File: src/rtl/dmac_rf_pkg.sv
package dmac_rf_pkg;
  localparam int RF_AW  = 12;
  localparam int RF_DW  = 32;
  localparam int MAX_CH = 16;
  localparam int CHW    = 4;
  localparam int CTRL_W = 6;

  localparam logic [RF_AW-1:0] OFS_PITCH    = 12'h100;
  localparam logic [RF_AW-1:0] OFS_STOP     = 12'h140;
  localparam logic [RF_AW-1:0] OFS_STAT     = 12'h144;
  localparam logic [RF_AW-1:0] OFS_MASK     = 12'h148;
  localparam logic [RF_AW-1:0] OFS_MASK_CLR = 12'h14C;
  localparam logic [RF_AW-1:0] OFS_LOOP     = 12'h150;
  localparam logic [RF_AW-1:0] OFS_LOOP_CLR = 12'h15C;

  typedef enum logic [3:0] {
    RK_NONE, RK_ADDR, RK_XLEN, RK_YLEN, RK_CTRL, RK_PITCH,
    RK_STOP, RK_STAT, RK_MASK, RK_MASK_CLR, RK_LOOP, RK_LOOP_CLR
  } rf_kind_e;

  typedef struct packed {
    rf_kind_e       kind;
    logic [CHW-1:0] ch;
  } rf_hit_t;

  // Map a byte address to a register kind and channel index.
  function automatic rf_hit_t rf_decode(input logic [RF_AW-1:0] a, input int nch);
    rf_hit_t h;
    logic [RF_AW-1:0] w;
    logic [RF_AW-1:0] d;
    w = {a[RF_AW-1:2], 2'b00};
    d = w - OFS_PITCH;
    h.kind = RK_NONE;
    h.ch   = '0;
    if (int'(w) < nch * 16) begin
      h.ch = w[7:4];
      case (w[3:2])
        2'd0:    h.kind = RK_ADDR;
        2'd1:    h.kind = RK_XLEN;
        2'd2:    h.kind = RK_YLEN;
        default: h.kind = RK_CTRL;
      endcase
    end else if (w >= OFS_PITCH && int'(w) < int'(OFS_PITCH) + nch * 4) begin
      h.kind = RK_PITCH;
      h.ch   = d[5:2];
    end else begin
      case (w)
        OFS_STOP:     h.kind = RK_STOP;
        OFS_STAT:     h.kind = RK_STAT;
        OFS_MASK:     h.kind = RK_MASK;
        OFS_MASK_CLR: h.kind = RK_MASK_CLR;
        OFS_LOOP:     h.kind = RK_LOOP;
        OFS_LOOP_CLR: h.kind = RK_LOOP_CLR;
        default:      h.kind = RK_NONE;
      endcase
    end
    return h;
  endfunction

  // Writable bits of the loop word: bit c and bit c+16 for each channel.
  function automatic logic [RF_DW-1:0] pair_mask(input int nch);
    logic [RF_DW-1:0] m;
    m = '0;
    for (int i = 0; i < MAX_CH; i++) begin
      if (i < nch) begin
        m[i]          = 1'b1;
        m[i + MAX_CH] = 1'b1;
      end
    end
    return m;
  endfunction
endpackage

File: src/rtl/dmac_rf_decode.sv
module dmac_rf_decode import dmac_rf_pkg::*; #(
  parameter int NCH = 16
) (
  input  logic             bus_sel,
  input  logic             bus_we,
  input  logic [RF_AW-1:0] bus_addr,
  output rf_kind_e         wr_kind,
  output logic [NCH-1:0]   wr_chan,
  output rf_kind_e         rd_kind,
  output logic [CHW-1:0]   rd_ch
);
  rf_hit_t hit;
  logic    wr_act;
  logic    rd_act;
  logic    chan_kind;

  always_comb begin
    hit       = rf_decode(bus_addr, NCH);
    wr_act    = bus_sel && bus_we;
    rd_act    = bus_sel && !bus_we;
    chan_kind = (hit.kind == RK_ADDR) || (hit.kind == RK_XLEN) ||
                (hit.kind == RK_YLEN) || (hit.kind == RK_CTRL) ||
                (hit.kind == RK_PITCH);
    wr_kind   = wr_act ? hit.kind : RK_NONE;
    rd_kind   = rd_act ? hit.kind : RK_NONE;
    rd_ch     = hit.ch;
    wr_chan   = (wr_act && chan_kind) ? (NCH'(1) << hit.ch) : '0;
  end
endmodule

File: src/rtl/dmac_rf_chan.sv
module dmac_rf_chan import dmac_rf_pkg::*; #(
  parameter int LEN_W = 16
) (
  input  logic             clk,
  input  logic             rst_n,
  input  logic             we,
  input  rf_kind_e         wr_kind,
  input  logic [RF_DW-1:0] wdata,
  input  rf_kind_e         rd_kind,
  output logic [RF_DW-1:0] base_addr,
  output logic [LEN_W-1:0] xlen,
  output logic [LEN_W-1:0] ylen,
  output logic [LEN_W-1:0] pitch,
  output logic             burst,
  output logic             dir,
  output logic             start,
  output logic [RF_DW-1:0] rd_word
);
  logic [CTRL_W-1:0] ctrl_q;

  always_ff @(posedge clk or negedge rst_n) begin
    if (!rst_n) begin
      base_addr <= '0;
      xlen      <= '0;
      ylen      <= '0;
      pitch     <= '0;
      ctrl_q    <= '0;
      start     <= 1'b0;
    end else begin
      start <= we && (wr_kind == RK_ADDR);
      if (we) begin
        case (wr_kind)
          RK_ADDR:  base_addr <= wdata;
          RK_XLEN:  xlen      <= wdata[LEN_W-1:0];
          RK_YLEN:  ylen      <= wdata[LEN_W-1:0];
          RK_CTRL:  ctrl_q    <= wdata[CTRL_W-1:0];
          RK_PITCH: pitch     <= wdata[LEN_W-1:0];
          default:  ;
        endcase
      end
    end
  end

  assign burst = ctrl_q[4];
  assign dir   = ctrl_q[5];

  always_comb begin
    case (rd_kind)
      RK_ADDR:  rd_word = base_addr;
      RK_XLEN:  rd_word = RF_DW'(xlen);
      RK_YLEN:  rd_word = RF_DW'(ylen);
      RK_CTRL:  rd_word = RF_DW'(ctrl_q);
      RK_PITCH: rd_word = RF_DW'(pitch);
      default:  rd_word = '0;
    endcase
  end
endmodule

File: src/rtl/dmac_rf_irq.sv
module dmac_rf_irq #(
  parameter int NCH = 16
) (
  input  logic           clk,
  input  logic           rst_n,
  input  logic [NCH-1:0] ev,
  input  logic           stat_we,
  input  logic           mask_we,
  input  logic           mask_clr_we,
  input  logic [NCH-1:0] wdata,
  output logic [NCH-1:0] stat_q,
  output logic [NCH-1:0] mask_q,
  output logic           irq
);
  // Clear first, then let fresh events win.
  function automatic logic [NCH-1:0] stat_next(input logic [NCH-1:0] s,
                                               input logic [NCH-1:0] clr,
                                               input logic [NCH-1:0] e);
    return (s & ~clr) | e;
  endfunction

  logic [NCH-1:0] clr_bits;
  assign clr_bits = stat_we ? wdata : '0;

  always_ff @(posedge clk or negedge rst_n) begin
    if (!rst_n) begin
      stat_q <= '0;
      mask_q <= '0;
    end else begin
      stat_q <= stat_next(stat_q, clr_bits, ev);
      if (mask_we)          mask_q <= wdata;
      else if (mask_clr_we) mask_q <= mask_q & ~wdata;
    end
  end

  assign irq = |(stat_q & mask_q);
endmodule

File: src/rtl/dmac_rf_loop.sv
module dmac_rf_loop import dmac_rf_pkg::*; #(
  parameter int NCH = 16
) (
  input  logic             clk,
  input  logic             rst_n,
  input  logic             loop_we,
  input  logic             loop_clr_we,
  input  logic [RF_DW-1:0] wdata,
  output logic [RF_DW-1:0] loop_q,
  output logic [NCH-1:0]   ch_loop
);
  localparam logic [RF_DW-1:0] LMASK = pair_mask(NCH);

  always_ff @(posedge clk or negedge rst_n) begin
    if (!rst_n)           loop_q <= '0;
    else if (loop_we)     loop_q <= wdata & LMASK;
    else if (loop_clr_we) loop_q <= loop_q & ~wdata;
  end

  for (genvar c = 0; c < NCH; c++) begin : g_pair
    assign ch_loop[c] = loop_q[c] & loop_q[c + MAX_CH];
  end
endmodule

File: src/rtl/dmac_regfile.sv
module dmac_regfile import dmac_rf_pkg::*; #(
  parameter int NCH   = 16,
  parameter int LEN_W = 16
) (
  input  logic                 clk,
  input  logic                 rst_n,
  input  logic                 bus_sel,
  input  logic                 bus_we,
  input  logic [RF_AW-1:0]     bus_addr,
  input  logic [RF_DW-1:0]     bus_wdata,
  output logic [RF_DW-1:0]     bus_rdata,
  input  logic [NCH-1:0]       ch_event,
  output logic [NCH-1:0]       ch_start,
  output logic [NCH-1:0]       ch_stop,
  output logic [NCH-1:0]       ch_loop,
  output logic [NCH-1:0]       ch_burst,
  output logic [NCH-1:0]       ch_dir,
  output logic [NCH*RF_DW-1:0] ch_base_addr,
  output logic [NCH*LEN_W-1:0] ch_xlen,
  output logic [NCH*LEN_W-1:0] ch_ylen,
  output logic [NCH*LEN_W-1:0] ch_width,
  output logic                 irq
);
  // Named internal events, also used by the bound checker.
  rf_kind_e         wr_kind_w;
  rf_kind_e         rd_kind_w;
  logic [NCH-1:0]   wr_chan_w;
  logic [CHW-1:0]   rd_ch_w;
  logic [NCH-1:0]   irq_stat_w;
  logic [NCH-1:0]   irq_mask_w;
  logic [RF_DW-1:0] loop_word_w;
  logic [NCH-1:0]   stop_q;
  logic [RF_DW-1:0] chan_rd [NCH];

  dmac_rf_decode #(.NCH(NCH)) dec_i (
    .bus_sel (bus_sel),
    .bus_we  (bus_we),
    .bus_addr(bus_addr),
    .wr_kind (wr_kind_w),
    .wr_chan (wr_chan_w),
    .rd_kind (rd_kind_w),
    .rd_ch   (rd_ch_w)
  );

  for (genvar c = 0; c < NCH; c++) begin : g_chan
    dmac_rf_chan #(.LEN_W(LEN_W)) chan_i (
      .clk      (clk),
      .rst_n    (rst_n),
      .we       (wr_chan_w[c]),
      .wr_kind  (wr_kind_w),
      .wdata    (bus_wdata),
      .rd_kind  (rd_kind_w),
      .base_addr(ch_base_addr[c*RF_DW +: RF_DW]),
      .xlen     (ch_xlen[c*LEN_W +: LEN_W]),
      .ylen     (ch_ylen[c*LEN_W +: LEN_W]),
      .pitch    (ch_width[c*LEN_W +: LEN_W]),
      .burst    (ch_burst[c]),
      .dir      (ch_dir[c]),
      .start    (ch_start[c]),
      .rd_word  (chan_rd[c])
    );
  end

  dmac_rf_irq #(.NCH(NCH)) irq_i (
    .clk        (clk),
    .rst_n      (rst_n),
    .ev         (ch_event),
    .stat_we    (wr_kind_w == RK_STAT),
    .mask_we    (wr_kind_w == RK_MASK),
    .mask_clr_we(wr_kind_w == RK_MASK_CLR),
    .wdata      (bus_wdata[NCH-1:0]),
    .stat_q     (irq_stat_w),
    .mask_q     (irq_mask_w),
    .irq        (irq)
  );

  dmac_rf_loop #(.NCH(NCH)) loop_i (
    .clk        (clk),
    .rst_n      (rst_n),
    .loop_we    (wr_kind_w == RK_LOOP),
    .loop_clr_we(wr_kind_w == RK_LOOP_CLR),
    .wdata      (bus_wdata),
    .loop_q     (loop_word_w),
    .ch_loop    (ch_loop)
  );

  always_ff @(posedge clk or negedge rst_n) begin
    if (!rst_n) stop_q <= '0;
    else        stop_q <= (wr_kind_w == RK_STOP) ? bus_wdata[NCH-1:0] : '0;
  end
  assign ch_stop = stop_q;

  always_comb begin
    case (rd_kind_w)
      RK_ADDR, RK_XLEN, RK_YLEN, RK_CTRL, RK_PITCH: bus_rdata = chan_rd[rd_ch_w];
      RK_STAT:                bus_rdata = RF_DW'(irq_stat_w);
      RK_MASK, RK_MASK_CLR:   bus_rdata = RF_DW'(irq_mask_w);
      RK_LOOP, RK_LOOP_CLR:   bus_rdata = loop_word_w;
      default:                bus_rdata = '0;
    endcase
  end
endmodule

File: config.mk
export PLATFORM = sky130hd
export DESIGN_NAME = dmac_regfile
export DESIGN_NICKNAME = d
export VERILOG_FILES = /design/src/rtl/dmac_rf_pkg.sv /design/src/rtl/dmac_rf_decode.sv /design/src/rtl/dmac_rf_chan.sv /design/src/rtl/dmac_rf_irq.sv /design/src/rtl/dmac_rf_loop.sv /design/src/rtl/dmac_regfile.sv
export SDC_FILE = /design/constraint.sdc
export NUM_CORES = 2
export LEC_CHECK = 0
export CAP_MARGIN = 20
export CORE_AREA = 5 5 559 561
export DETAILED_ROUTE_END_ITERATION = 10
export DIE_AREA = 0 0 564 566
export REMOVE_ABC_BUFFERS = 1
export SYNTH_ARGS = -nofsm -noshare
export SYNTH_HDL_FRONTEND = slang
export SYNTH_SLANG_ARGS = --single-unit
File: constraint.sdc
create_clock -name clk -period 3.2 [get_ports clk]
set_input_delay 0.32 -clock clk [delete_from_list [all_inputs] [get_ports clk]]
set_output_delay 0.32 -clock clk [all_outputs]
set_load 0.05 [all_outputs]
After elaboration in Yosys (flattened, before gate mapping)
Cells that the tools add are included.
{"block": "op_classes", "mux": 34, "reduce_logical": 112, "add_sub_neg": 1, "shifts": 1, "n_lt_le_gt_ge": 4, "eq_ne": 34, "n_bitwise": 25}
{"op": "one-hot mux 32 bit (5 select lines)", "n": 16}
{"op": "AND reduction 2 bit", "n": 80}
{"op": "binary-select mux 32 bit (select 4 bit)", "n": 1}
{"op": "2-to-1 mux 32 bit", "n": 4}
{"op": "one-hot mux 32 bit (4 select lines)", "n": 1}
{"op": "2-to-1 mux 16 bit", "n": 5}
{"op": "== test 10 x 7 -> 1 bit (second input constant)", "n": 6}
{"op": "bitwise AND 16 bit", "n": 3}
{"op": "== test 4 x 3 -> 1 bit (second input constant)", "n": 9}
{"op": "bitwise AND 32 bit", "n": 1}
{"op": "== test 4 bit (second input constant)", "n": 8}
{"op": "NOT 16 bit", "n": 2}
{"op": "NOT 32 bit", "n": 1}
{"op": "== test 4 x 2 -> 1 bit (second input constant)", "n": 6}
{"op": "less-than comparator 12 x 9 -> 1 bit (second input constant)", "n": 2}
{"op": "one-hot mux 4 bit (6 select lines)", "n": 1}
{"op": "logical AND 1 bit", "n": 20}
{"op": "bitwise AND 1 bit", "n": 16}
{"op": "2-to-1 mux 4 bit", "n": 4}
{"op": "bitwise OR 16 bit", "n": 1}
{"op": "OR reduction 16 bit", "n": 1}
{"op": "left shift 1 x 4 -> 16 bit (first input constant)", "n": 1}
{"op": "== test 4 x 1 -> 1 bit (second input constant)", "n": 3}
{"op": ">= comparator 12 x 9 -> 1 bit (second input constant)", "n": 1}
{"op": "other kinds (13)", "n": 18}
{"block": "word_totals", "output_inout_bits": 1393, "ff_bits": 1472, "input_bits": 64, "elab_cells": 311}

Depth between registers and ports, before layout
{"block": "depth", "depth_word": 12, "depth_mapped": 16, "ltp_nobuf": 11}

Cells and area by module
A second synthesis with hierarchy kept.
{"block": "unflattened", "cells_unflattened": 5254, "hier_area_um2": 73521.8}
{"mod": "dmac_rf_chan", "area_each_um2": 4038.9, "seq_area_each_um2": 2177.1, "instances": 16, "cells_each": 275}
{"mod": "dmac_regfile", "area_each_um2": 5149.9, "seq_area_each_um2": 400.4, "instances": 1, "cells_each": 451}
{"mod": "dmac_rf_loop", "area_each_um2": 1614.0, "seq_area_each_um2": 800.8, "instances": 1, "cells_each": 154}
{"mod": "dmac_rf_irq", "area_each_um2": 1392.6, "seq_area_each_um2": 800.8, "instances": 1, "cells_each": 144}
{"mod": "dmac_rf_decode", "area_each_um2": 743.2, "seq_area_each_um2": 0.0, "instances": 1, "cells_each": 105}

Least setup slack after synthesis
Ideal clock, no wire load.
{"block": "synth_timing", "path_type": "input to output", "start": "input port bus_addr[2]", "end": "output port bus_rdata[8]", "arrival_time_ns": 4.211, "n_path_buf": 2, "setup_slack_ns": -1.331, "stages": 12, "required_time_ns": 2.880, "cell_sequence": "ha_1 -> and2_1 -> o31a_1 -> buf_4 -> a211o_1 -> buf_2 -> nor3_1 -> a32oi_1 -> nand2_1 -> a311oi_1 -> o221a_2 -> o41ai_1"}
{"block": "synth_via", "elab_chain_len": 11, "word_cells_on_any_way": 54, "cone_classes": "add/sub: 1; order compare: 3; eq/ne: 18; mux: 26; bitwise: 1; reduce/logical: 5"}
{"element": "start, declared", "line_no": "dmac_regfile.sv:9", "source": "input logic [RF_AW-1:0] bus_addr,"}
{"element": ">= comparator 12 x 9 -> 1 bit (tied with other cells)", "line_no": "dmac_rf_pkg.sv:43", "source": "end else if (w >= OFS_PITCH && int'(w) < int'(OFS_PITCH) + nch * 4) begin"}
{"element": "logical AND 1 bit / one-hot mux 4 bit (6 select lines) (equally long branches)", "line_no": "dmac_rf_pkg.sv:43, dmac_rf_pkg.sv:47"}
{"element": "2-to-1 mux 4 bit", "line_no": "dmac_rf_pkg.sv:43"}
{"element": "2-to-1 mux 8 bit *", "line_no": "dmac_rf_pkg.sv:35", "source": "if (int'(w) < nch * 16) begin"}
{"element": "2-to-1 mux 4 bit", "line_no": "dmac_rf_decode.sv:25", "source": "rd_kind = rd_act ? hit.kind : RK_NONE;"}
{"element": "== test 4 x 3 -> 1 bit (tied with other cells)", "line_no": "dmac_rf_chan.sv:48, dmac_regfile.sv:94"}
{"element": "one-hot mux 32 bit (5 select lines)", "line_no": "dmac_rf_chan.sv:48", "source": "case (rd_kind)"}
{"element": "binary-select mux 32 bit (select 4 bit)", "line_no": "dmac_regfile.sv:95", "source": "RK_ADDR, RK_XLEN, RK_YLEN, RK_CTRL, RK_PITCH: bus_rdata = chan_rd[rd_ch_w];"}
{"element": "2-to-1 mux 32 bit (not written as such) (2 in series)", "line_no": "dmac_regfile.sv:95"}
{"element": "one-hot mux 32 bit (4 select lines) *", "line_no": "dmac_regfile.sv:94", "source": "case (rd_kind_w)"}
{"element": "end, declared", "line_no": "dmac_regfile.sv:11", "source": "output logic [RF_DW-1:0] bus_rdata,"}
Every way passes the cells marked *; elsewhere a longest branch is shown, timed or not. The select of a mux whose other input is x is not followed.

Worst setup path in the final report
{"block": "layout_timing", "start": "input port bus_addr[3]", "end": "output port bus_rdata[12]"}
The elaborated chain is that of the path after synthesis.

==> out/qor.yml <==
ys_seq_area_share_pct: 54.1
syn_area_per_cell_um2: 12.1
rsz0062_at_grt: "true"
cts_root_buf: "clkbuf_16"
cap_viol_max_count: 0
failed_checks: "setup timing"
slowest_stage: "o211ai_1"
fin_tns_setup_ps: -17790
synth_area_leaders: "dfrtp_1, mux2_2, nand2_1, mux2i_1, a21oi_1"
fill_cells: 30500
synth_edf_count: 0
core_um2: 307000
finalNetCount: 7798
cp_data_required_time_ps: 2880
setup-violations-final: 32
clock_latency_ps: 840
netlist_area_um2: 68100
fmax_mhz: 237
place_ws_ps: -2360
peakVddDrop_mv: 0.386
synth_top_cell_area_share_pct: 54.1
critPathKind: "in -> out"
die-area_um2: 319000
cts_max_level: 4
cp.arrival_ps: 3900
grt-ovfl-total: 0
finalCritPeriodShare_pct: 132
synth_top_area_cell: "dfrtp_1"
multi_input_area_um2: 31100
synth_ff_type: "dfrtp_1"
p_leak_nw: 46.9
clk_path_buf_depth: 4
status: "complete, but fails checks"
routed_via_density: 5.33
final_util_pct: 34.4
synthDistinctLibCells: 82
ant_nets: 0
synth_warnings: 0
relSlewSlack_pct: 28.5
path_common_cell: "buf_4"
slowest_delay_ps: 510
ys_seq_elements: 1472
synthArstFlopShare_pct: 100
final_hold_viol_count: 0
antenna_found_initial: 46
place_area_um2: 95800
fin_worst_skew_ps: 0
die_height_um: 566
cts_tree: "yes"
final_layout_size_suffix_gt1_share_pct: 39.5
path_clk_slew_ps: 60
hpwl_mm: 378
ioPinCount: 1457
io_buffers: 1454
fin_cells: 12000
clock_sinks: 1472
grt_pass1_wl_mm: 637
grt_max_degree: 113
rows: 204
drtIter0Drc: 7674
hold_class: "in -> async"
start_kind: "input pin"
synthCells: 5617
areaGrowthSynthToFinish_pct: 55.2
tightest_slew_ps: 1070
fin_area_um2: 106000
wl_per_cell_um: 40.6
crit_fanout: 10
dp.cells: 11500
start_util_pct: 22.2
drt-total-wl_mm: 488
vias: 64000
worst_slack_ps: -1020
chipWidth_um: 564
drc: 0
path_cells: "buf_12 -> buf_8 -> ha_4 -> and2_4 -> o31a_1 -> buf_4 -> a211oi_4 -> nand2_4 -> buf_8 -> buf_4 -> o21ai_2 -> a221oi_2 -> nor3_2 -> buf_4 -> nor4_2 -> buf_4 -> o211ai_1 -> clkbuf_16"
cts_inserted_buffers: 178
powerDensity_nw_per_um2: 400
grt_pass1_vias: 64100
drtPass1Iterations: 7
grt_use_total_pct: 29.3
gp_congestion: 1.06
path_buf_inv: 8
critPathTopFamily: "buffers and inverters"
drv_slew: 0
ff_latch_area_um2: 36800
worst_setup_path_end_kind: "output port"
fin_crit_ps: 4220
[placed cells by master, fill, tap and decap left out, types with 22 or more instances in the layout]
| cell | count |
|---|---|
| dlygate4sd3_1 | 22 |
| clkbuf_8 | 29 |
| clkbuf_16 | 183 |
| a22oi_1 | 55 |
| a221oi_2 | 26 |
| buf_8 | 22 |
| nor2_2 | 27 |
| o21ai_1 | 34 |
| buf_4 | 671 |
| nand2_1 | 686 |
| nor3_1 | 26 |
| diode_2 | 34 |
| o21ai_0 | 120 |
| mux2_2 | 1385 |
| buf_6 | 63 |
| dfrtp_1 | 1472 |
| a311oi_2 | 31 |
| a22o_1 | 77 |
| a21oi_2 | 25 |
| nand3_1 | 62 |
| clkdlybuf4s50_1 | 1379 |
| mux2i_1 | 130 |
| and2_1 | 34 |
| a21oi_1 | 226 |
| nor2_4 | 24 |
| buf_12 | 283 |
| and3_1 | 37 |
| nor2_1 | 45 |
| a221oi_1 | 48 |
| clkbuf_1 | 44 |
| clkinv_2 | 22 |
[cells by family after synthesis]
kind of cell	after synthesis	share of synthesized area, %
and+or+nand+nor	1067	6.91
DFF	1472	54.1
adders and majority gates	4	0.0735
AOI/OAI and AO/OA	987	10.0
muxes	1542	25.2
buffers and inverters	545	3.65
[registers in the layout (all words and copies together), names as in the netlist, 32 cells and up]
signal,cells
g_chan.chan_i.xlen,256
loop_i.loop_q,32
g_chan.chan_i.pitch,256
g_chan.chan_i.ylen,256
g_chan.chan_i.ctrl_q,96
g_chan.chan_i.base_addr,512
[what timing repair did]
action,4_1_cts,5_1_grt
gates cloned,10,2
gates resized for setup,440,158
hold buffers,22,0
buffers inserted,83,28
endpoints found under the hold margin,426,0
setup endpoints to repair,1417,38
pin swaps,109,101
[cell usage after synthesis (all sizes together), types with 13 or more instances]
master and count:
dfrtp 1472, mux2 1403, nand2 705, clkbuf 275, buf 264, a21oi 259
o21ai 177, mux2i 139, nor2 96, a22o 80, a221oi 77, nand3 67
a22oi 57, and3 56, nor3 55, a311oi 49, and2 38, o22ai 27
a31oi 26, a211oi 24, o221ai 24, o211ai 22, a222oi 21, o2bb2ai 20
a21o 19, a32oi 15, nand4 15, a221o 13, o311ai 13
[per-layer routing]
metal | wire (µm) | part of all wire [%] | global-route usage, % | vias to the layer above
met1 | 184000 | 38 | 35.7 | 33700
li1 | - | - | - | 24800
met5 | 124 | 0.025 | 0 | -
met3 | 57800 | 12 | 11.1 | 1082
met2 | 214000 | 44 | 45.0 | 4443
met4 | 31900 | 6.5 | 14.7 | 22
[power breakdown]
part | switching [W] | leakage, nW | internal, W
sequential | 0.0000207 | 20.5 | 0.0186
clock | 0.00894 | 2.88 | 0.0123
combinational | 0.00174 | 23.5 | 0.000683
[through the flow]
stage	hold WS [ps]	power, W
CTS	1.74	0.0425
floorplan	24.4	0.0194
detailed placement	302	0.0212
global placement	291	0.0212
finish	30.7	0.0423
global route	56.6	0.0433
[path summary, 6_finish.rpt]
path                                                    startpoint                                          to  slack, ps  depth (start not counted)
min                                                          rst_n  g_chan[7].chan_i.base_addr[11]$_DFFE_PN0P_         30                          2
min reg2reg                g_chan[12].chan_i.ctrl_q[0]$_DFFE_PN0P_     g_chan[12].chan_i.ctrl_q[0]$_DFFE_PN0P_        500                          1
max reg2reg                             irq_i.stat_q[12]$_DFF_PN0_                  irq_i.stat_q[12]$_DFF_PN0_       1870                          2
max                                                    bus_addr[3]                               bus_rdata[12]      -1020                         18
min in group clk                                     bus_wdata[10]       g_chan[9].chan_i.xlen[10]$_DFFE_PN0P_         90                          2
max in group asynchronous                                    rst_n   g_chan[2].chan_i.base_addr[2]$_DFFE_PN0P_       1710                          5
[area by class of cell]
class	instances	area share, %
Clock inverter	66	0.833
Inverter	6	0.0237
Multi-Input combinational cell	3600	29.4
Timing Repair Buffer	2472	25.1
Tap cell	4120	4.88
Antenna cell	34	0.0805
Sequential cell	1472	34.9
Clock buffer	252	4.77
Power figures use the tool's default switching activity.
